### config.mk
export PLATFORM = sky130hd
export DESIGN_NAME = kwdt_top
export DESIGN_NICKNAME = d
export VERILOG_FILES = /design/src/rtl/kwdt_pkg.sv /design/src/rtl/kwdt_keyseq.sv /design/src/rtl/kwdt_count.sv /design/src/rtl/kwdt_regs.sv /design/src/rtl/kwdt_top.sv
export SDC_FILE = /design/constraint.sdc
export NUM_CORES = 1
export LEC_CHECK = 0
export CAP_MARGIN = 25
export CORE_UTILIZATION = 53
export CTS_CLUSTER_SIZE = 25
export DETAILED_ROUTE_END_ITERATION = 12
export GPL_ROUTABILITY_DRIVEN = 0
export MAX_ROUTING_LAYER = met4
export PLACE_DENSITY_LB_ADDON = 0.08
export SLEW_MARGIN = 25
export SYNTH_ARGS = -nofsm -noshare
export SYNTH_HDL_FRONTEND = slang
export SYNTH_SLANG_ARGS = --single-unit
export TNS_END_PERCENT = 5
### constraint.sdc
create_clock -name clk -period 3.79 [get_ports clk]
set_input_delay 0.9475 -clock clk [delete_from_list [all_inputs] [get_ports clk]]
set_output_delay 0.9475 -clock clk [all_outputs]
set_load 0.005 [all_outputs]
### src/rtl/kwdt_pkg.sv
package kwdt_pkg;

    localparam int ADDR_W = 4;
    localparam int DATA_W = 16;

    localparam logic [ADDR_W-1:0] OFS_CTL   = 4'h0;
    localparam logic [ADDR_W-1:0] OFS_SVC   = 4'h2;
    localparam logic [ADDR_W-1:0] OFS_CAUSE = 4'h4;
    localparam logic [ADDR_W-1:0] OFS_IRQ   = 4'h6;
    localparam logic [ADDR_W-1:0] OFS_MISC  = 4'h8;

    localparam logic [DATA_W-1:0] KEY_ARM  = 16'h5555;
    localparam logic [DATA_W-1:0] KEY_FIRE = 16'hAAAA;

    typedef struct packed {
        logic [7:0] wt;
        logic       wait_off;
        logic       rsv6;
        logic       assert_out;
        logic       swrst_n;
        logic       tout_assert;
        logic       en;
        logic       dbg;
        logic       susp;
    } ctl_t;

    localparam ctl_t CTL_RESET = '{wt: 8'h00, wait_off: 1'b0, rsv6: 1'b0,
                                   assert_out: 1'b1, swrst_n: 1'b1,
                                   tout_assert: 1'b0, en: 1'b0, dbg: 1'b0,
                                   susp: 1'b0};

    typedef enum logic [2:0] {
        SEL_CTL, SEL_SVC, SEL_CAUSE, SEL_IRQ, SEL_MISC, SEL_NONE
    } reg_sel_e;

    function automatic reg_sel_e decode(input logic [ADDR_W-1:0] a);
        case (a)
            OFS_CTL:   return SEL_CTL;
            OFS_SVC:   return SEL_SVC;
            OFS_CAUSE: return SEL_CAUSE;
            OFS_IRQ:   return SEL_IRQ;
            OFS_MISC:  return SEL_MISC;
            default:   return SEL_NONE;
        endcase
    endfunction

endpackage

### src/rtl/kwdt_keyseq.sv
module kwdt_keyseq
    import kwdt_pkg::*;
(
    input  logic              clk,
    input  logic              rst,
    input  logic              svc_wr,
    input  logic [DATA_W-1:0] wdata,
    output logic              reload
);

    logic armed_q;

    // any service write re-decides the armed state; only the arm word keeps it set
    always_ff @(posedge clk) begin
        if (rst)
            armed_q <= 1'b0;
        else if (svc_wr)
            armed_q <= (wdata == KEY_ARM);
    end

    assign reload = svc_wr && armed_q && (wdata == KEY_FIRE);


    key_disarm_chk: assert property (@(posedge clk) disable iff (rst)
        reload |=> !armed_q);

endmodule

### src/rtl/kwdt_count.sv
module kwdt_count #(
    parameter int CW = 8
) (
    input  logic          clk,
    input  logic          rst,
    input  logic          load,
    input  logic [CW-1:0] load_val,
    input  logic          run,
    input  logic          tick,
    input  logic [CW-1:0] pre_val,
    output logic          hit,
    output logic          expire
);

    localparam int CNT_W = CW + 1;

    logic [CNT_W-1:0] cnt_q;
    logic [CNT_W-1:0] full;
    logic             step;

    assign full   = CNT_W'(load_val) + CNT_W'(1);
    assign step   = run && tick && !load && (cnt_q != '0);
    assign expire = step && (cnt_q == CNT_W'(1));
    assign hit    = step && ((cnt_q - CNT_W'(1)) == CNT_W'(pre_val));

    always_ff @(posedge clk) begin
        if (rst)
            cnt_q <= '0;
        else if (load)
            cnt_q <= full;
        else if (expire)
            cnt_q <= full;
        else if (step)
            cnt_q <= cnt_q - CNT_W'(1);
    end


    hold_chk: assert property (@(posedge clk) disable iff (rst)
        (!run && !load) |=> $stable(cnt_q));


    expire_reload_chk: assert property (@(posedge clk) disable iff (rst)
        expire |=> (cnt_q == CNT_W'($past(load_val)) + CNT_W'(1)));

endmodule

### src/rtl/kwdt_regs.sv
module kwdt_regs
    import kwdt_pkg::*;
#(
    parameter int          CW      = 8,
    parameter logic [CW-1:0] PRE_DEF = 8'd4
) (
    input  logic              clk,
    input  logic              rst,
    input  logic              wr_ctl,
    input  logic              wr_irq,
    input  logic              wr_misc,
    input  logic [DATA_W-1:0] wdata,
    input  logic              hit,
    input  logic              expire,
    output ctl_t              ctl,
    output logic              sw_req,
    output logic              irq_en,
    output logic              irq_sts,
    output logic [CW-1:0]     pre_val,
    output logic              pd_en,
    output logic [1:0]        cause
);

    ctl_t ctl_new;
    logic ctl_lk;
    logic irq_lk;

    assign ctl_new = ctl_t'(wdata);
    assign sw_req  = wr_ctl && !ctl_new.swrst_n;

    always_ff @(posedge clk) begin
        if (rst) begin
            ctl    <= CTL_RESET;
            ctl_lk <= 1'b0;
        end else if (wr_ctl) begin
            ctl.wt          <= ctl_new.wt;
            ctl.assert_out  <= ctl_new.assert_out;
            ctl.tout_assert <= ctl.tout_assert | ctl_new.tout_assert;
            ctl.en          <= ctl.en | ctl_new.en;
            if (!ctl_lk) begin
                ctl.wait_off <= ctl_new.wait_off;
                ctl.dbg      <= ctl_new.dbg;
                ctl.susp     <= ctl_new.susp;
            end
            ctl_lk <= 1'b1;
        end
    end

    always_ff @(posedge clk) begin
        if (rst) begin
            irq_en  <= 1'b0;
            pre_val <= PRE_DEF;
            irq_lk  <= 1'b0;
        end else if (wr_irq && !irq_lk) begin
            irq_en  <= wdata[15];
            pre_val <= wdata[CW-1:0];
            irq_lk  <= 1'b1;
        end
    end

    // a new pretimeout event wins over a simultaneous clear
    always_ff @(posedge clk) begin
        if (rst)
            irq_sts <= 1'b0;
        else if (hit && irq_en)
            irq_sts <= 1'b1;
        else if (wr_irq && wdata[14])
            irq_sts <= 1'b0;
    end

    always_ff @(posedge clk) begin
        if (rst)
            pd_en <= 1'b0;
        else if (wr_misc)
            pd_en <= wdata[0];
    end

    always_ff @(posedge clk) begin
        if (rst)
            cause <= 2'b00;
        else if (expire || sw_req)
            cause <= {expire, sw_req};
    end


    ctl_lock_chk: assert property (@(posedge clk) disable iff (rst)
        ctl_lk |=> $stable({ctl.wait_off, ctl.dbg, ctl.susp}));


    en_sticky_chk: assert property (@(posedge clk) disable iff (rst)
        (ctl.en && ctl.tout_assert) |=> (ctl.en && ctl.tout_assert));


    sts_source_chk: assert property (@(posedge clk) disable iff (rst)
        $rose(irq_sts) |-> $past(hit && irq_en));


    irq_lock_chk: assert property (@(posedge clk) disable iff (rst)
        irq_lk |=> $stable({irq_en, pre_val}));

endmodule

### src/rtl/kwdt_top.sv
module kwdt_top
    import kwdt_pkg::*;
#(
    parameter int            CW      = 8,
    parameter logic [CW-1:0] PRE_DEF = 8'd4
) (
    input  logic              clk,
    input  logic              rst,
    input  logic [ADDR_W-1:0] bus_addr,
    input  logic              bus_we,
    input  logic [DATA_W-1:0] bus_wdata,
    output logic [DATA_W-1:0] bus_rdata,
    input  logic              tick_i,
    input  logic              halt_i,
    output logic              irq_o,
    output logic              rst_req_o
);

    reg_sel_e      sel;
    logic          wr_ctl, wr_svc, wr_irq, wr_misc;
    ctl_t          ctl;
    logic          sw_req, irq_en, irq_sts, pd_en;
    logic [CW-1:0] pre_val;
    logic [1:0]    cause;
    logic          key_reload, en_load, load, run, hit, expire;
    logic [CW-1:0] load_val;
    logic          req_q;

    assign sel     = decode(bus_addr);
    assign wr_ctl  = bus_we && (sel == SEL_CTL);
    assign wr_svc  = bus_we && (sel == SEL_SVC);
    assign wr_irq  = bus_we && (sel == SEL_IRQ);
    assign wr_misc = bus_we && (sel == SEL_MISC);

    kwdt_regs #(.CW(CW), .PRE_DEF(PRE_DEF)) i_regs (
        .clk     (clk),
        .rst     (rst),
        .wr_ctl  (wr_ctl),
        .wr_irq  (wr_irq),
        .wr_misc (wr_misc),
        .wdata   (bus_wdata),
        .hit     (hit),
        .expire  (expire),
        .ctl     (ctl),
        .sw_req  (sw_req),
        .irq_en  (irq_en),
        .irq_sts (irq_sts),
        .pre_val (pre_val),
        .pd_en   (pd_en),
        .cause   (cause)
    );

    kwdt_keyseq i_keys (
        .clk    (clk),
        .rst    (rst),
        .svc_wr (wr_svc),
        .wdata  (bus_wdata),
        .reload (key_reload)
    );

    // enabling loads with the timeout written in that same access
    assign en_load  = wr_ctl && !ctl.en && bus_wdata[2];
    assign load     = en_load || key_reload;
    assign load_val = wr_ctl ? bus_wdata[15:8] : ctl.wt;
    assign run      = ctl.en && !(ctl.susp && halt_i);

    kwdt_count #(.CW(CW)) i_count (
        .clk      (clk),
        .rst      (rst),
        .load     (load),
        .load_val (load_val),
        .run      (run),
        .tick     (tick_i),
        .pre_val  (pre_val),
        .hit      (hit),
        .expire   (expire)
    );

    always_ff @(posedge clk) begin
        if (rst)
            req_q <= 1'b0;
        else
            req_q <= expire || sw_req;
    end

    assign rst_req_o = req_q;
    assign irq_o     = irq_sts && irq_en;

    always_comb begin
        case (sel)
            SEL_CTL:   bus_rdata = {ctl.wt, ctl.wait_off, 1'b0, ctl.assert_out,
                                    1'b1, ctl.tout_assert, ctl.en, ctl.dbg,
                                    ctl.susp};
            SEL_CAUSE: bus_rdata = {14'b0, cause};
            SEL_IRQ:   bus_rdata = {irq_en, irq_sts, {(14-CW){1'b0}}, pre_val};
            SEL_MISC:  bus_rdata = {15'b0, pd_en};
            default:   bus_rdata = '0;
        endcase
    end


    req_cause_chk: assert property (@(posedge clk) disable iff (rst)
        rst_req_o |-> (cause != 2'b00));


    irq_gate_chk: assert property (@(posedge clk) disable iff (rst)
        $rose(irq_o) |-> $past(hit));

endmodule

==> impl_metrics.toml <==
[detailed_routing]
drc = 0
vias = 2510
final_antenna_net_count = 0
drt_iter0_markers = 204
firstDrtPassIters = 4
drt-total-wl_um = 6960
post_drt_wl_per_cell_um = 16.5
viasPerCell = 5.96

[power_and_ir_drop]
leakagePower_uw = 0.00125
power_density_mw_per_mm2 = 295
combinationalPowerShare_pct = 12.4
pwr-share-seq_pct = 46.0
switchingPower_uw = 222
clkPwrFrac_pct = 41.5
switching_share_pct = 23.6
vdd_drop_max_mv = 0.226
p_total_uw = 939
intPower_uw = 717

[place]
io_buffers = 42
dp_hpwl_um = 5150
dp.cells = 413

[layout]
final_common_cell = "nand2_1"
antenna_cells = 0
nNetsFinal = 396
drive_gt1_share_pct = 10.8
area_growth_pct = 27.0
final_cell_mix = "nand2_1, clkdlybuf4s50_1, dfxtp_1"
final_cells = 421
utilization_pct = 71.5
nFillCells = 371

[synth]
synth_xor_area_share_pct = 7.70
syn-instance-count = 317
synth-seq-area-share_pct = 32.0
synth_edf_count = 0
synth_top_family_by_area = "simple AND/OR/NAND/NOR gates"
ys_types = 51
synth_compound_area_share_pct = 15.2
yosys_most_used_dff = "dfxtp_1"
syn_area_sq_mm = 0.00250
yosysWarningCount = 0
ys_seq_elements = 40
syn_avg_cell_area_sq_um = 7.89
syn-num-nets = 345
muxShareOfSynthArea_pct = 7.60
synthAdderAreaFrac_pct = 1.50
synthSimpleGateAreaFrac_pct = 31.8
synthArstFlopShare_pct = 0

[floorplan]
coreArea_sq_mm = 0.00444
start_util_pct = 56.3
die_area_sq_mm = 0.00500
fp.dieW_um = 70.7
rows = 24
io_pins = 43
die_h_um = 70.7

[grt]
use_met1_pct = 40.6
grt_max_degree = 43
grt_first_pass_wirelength_um = 11400
track_usage_pct = 30.0
globalRouteMet3Util_pct = 5.41
grt_overflow = 0
grt_pass1_vias = 2286
grtUsageMet2_pct = 45.6
grt-busiest-layer = "met2"
antenna_found_initial = 0

[sta]
setup_viol = 0
drv_slew = 0
fin_crit_ns = 3.70
tightest_slew_ns = 0.674
fin_hold_ws_ns = 0.461
maxClockFrequency_mhz = 270
fin_crit_sh_pct = 97.6
setup_tns_ns = 0
hold_viol = 0
slew_headroom_pct = 55.0
skew_ns = 0.0102
rsz0062_at_grt = "no"

[worst_setup_path]
cp.arrival_ns = 2.75
crit_type = "in -> out"
path_buf_inv = 3
slowest_delay_ns = 0.50
cpMaxStageDelayCell = "clkdlybuf4s50_1"
critical_path.most_common_cell = "clkdlybuf4s50_1"
critPathLaunchType = "input port"
cp_top_family = "buffers and inverters"
crit_fanout = 13
crit_required_ns = 2.84
crit_chain = "clkdlybuf4s50_1, or2_2, nor3_1, buf_4, a22o_1, clkdlybuf4s50_1"
endpoint_kind = "output pin"

[clocking]
numCtsBuffers = 5
clockBufferDepth = 2
clk_pin_slew_worst_paths_ns = 0.08
h-tree-depth = 2
cts_hold_buf = 0
cts_tree = "done"
cts.sinks = 40
clk_latency_ns = 0.30
cts_root_buffer = "clkbuf_8"

[outcome]
outcome = "finished clean"

[run]
drv_cap = 0

[worst_hold_path]
holdCritPathClass = "reg -> reg"
-- flip-flops by register name, indices dropped and copies added, names as in the netlist --
signal          cells
i_regs.ctl         14
i_regs.cause        2
i_regs.irq_lk       1
i_regs.irq_sts      1
i_keys.armed_q      1
i_count.cnt_q       9
i_regs.pre_val      8
i_regs.pd_en        1
rst_req_o           1
i_regs.ctl_lk       1
i_regs.irq_en       1
-- synth_stat cells (4+ instances only) --
master	instances	area (sq um)
nor3_1	6	30.0
clkbuf_1	14	52.6
nor2_1	29	109
a22o_1	7	61.3
xnor2_1	13	114
nand4b_1	6	52.6
a21oi_1	22	110
inv_1	7	26.3
o21ai_0	15	75.1
nand2_1	43	161
and2_1	8	50.1
a31oi_1	5	31.3
nor4_1	4	25.0
nor3b_1	4	30.0
nand4_1	5	31.3
xor2_1	9	78.8
nand3_1	14	70.1
mux2i_1	19	190
dfxtp_1	40	801
-- through the flow --
step           setup slack (ns)  instance area (sq um)
5_1_grt                 0.00999                   3180
2_1_floorplan             0.628                   2500
3_5_place_dp              0.107                   3050
4_1_cts                  0.0961                   3180
6_report                 0.0927                   3180
3_3_place_gp              0.124                   3050
-- path summary, 6_finish.rpt --
path                                               startpoint                            to  slack, ns  cells past startpoint
worst min register to register   i_regs.cause[0]$_SDFFE_PP0P_  i_regs.cause[0]$_SDFFE_PP0P_       0.46                      2
worst max register to register  i_count.cnt_q[0]$_SDFFE_PP0P_   i_regs.irq_sts$_SDFFE_PP0P_       1.47                      8
worst min-delay path             i_regs.cause[0]$_SDFFE_PP0P_  i_regs.cause[0]$_SDFFE_PP0P_       0.46                      2
worst max-delay path                              bus_addr[1]                  bus_rdata[5]       0.09                      6
-- logic make-up after synthesis --
family / count (synthesis)
xor gates and xnor gates: 22
DFF: 40
buffers and inverters: 24
muxes: 19
and+or+nand+nor: 148
adders and majority gates: 3
AOI/OAI and AO/OA: 61
-- area by class of cell --
class | count | area, sq um | area share (%)
clock buffer | 7 | 96.3 | 3.03
clock inverter | 1 | 30.0 | 0.945
inverter | 7 | 26.3 | 0.827
multi-input combinational | 253 | 1600 | 50.2
sequential | 40 | 801 | 25.2
tap | 52 | 65.1 | 2.05
timing repair buffer | 61 | 563 | 17.7
-- power groups by stage --
stage,clock network (uW),registers (uW),logic [uW]
floorplan,0,439,55.3
global placement,0,442,113
detailed placement,0,442,115
CTS,394,432,115
global route,416,433,126
finish,390,432,117
-- metal layers --
layer  vias up  wire length, um
met5         -                0
met4         0               52
met3         6              285
met1      1214             3350
met2        63             3280
li1       1227                -
-- what timing repair did --
item                       CTS  global route
gates resized for setup      0             1
buffers inserted             0             0
setup endpoints to repair    0             1
-- worst register-to-register path, cell delays in order, from the launching register on --
cell     delay (ns)
dfxtp_1        0.38
inv_1          0.08
ha_1           0.36
nor3b_1        0.62
nand2_1        0.15
xnor2_1        0.18
nor3_1         0.20
nand4_1        0.14
a21oi_1        0.15
Power figures use the tool's default switching activity.
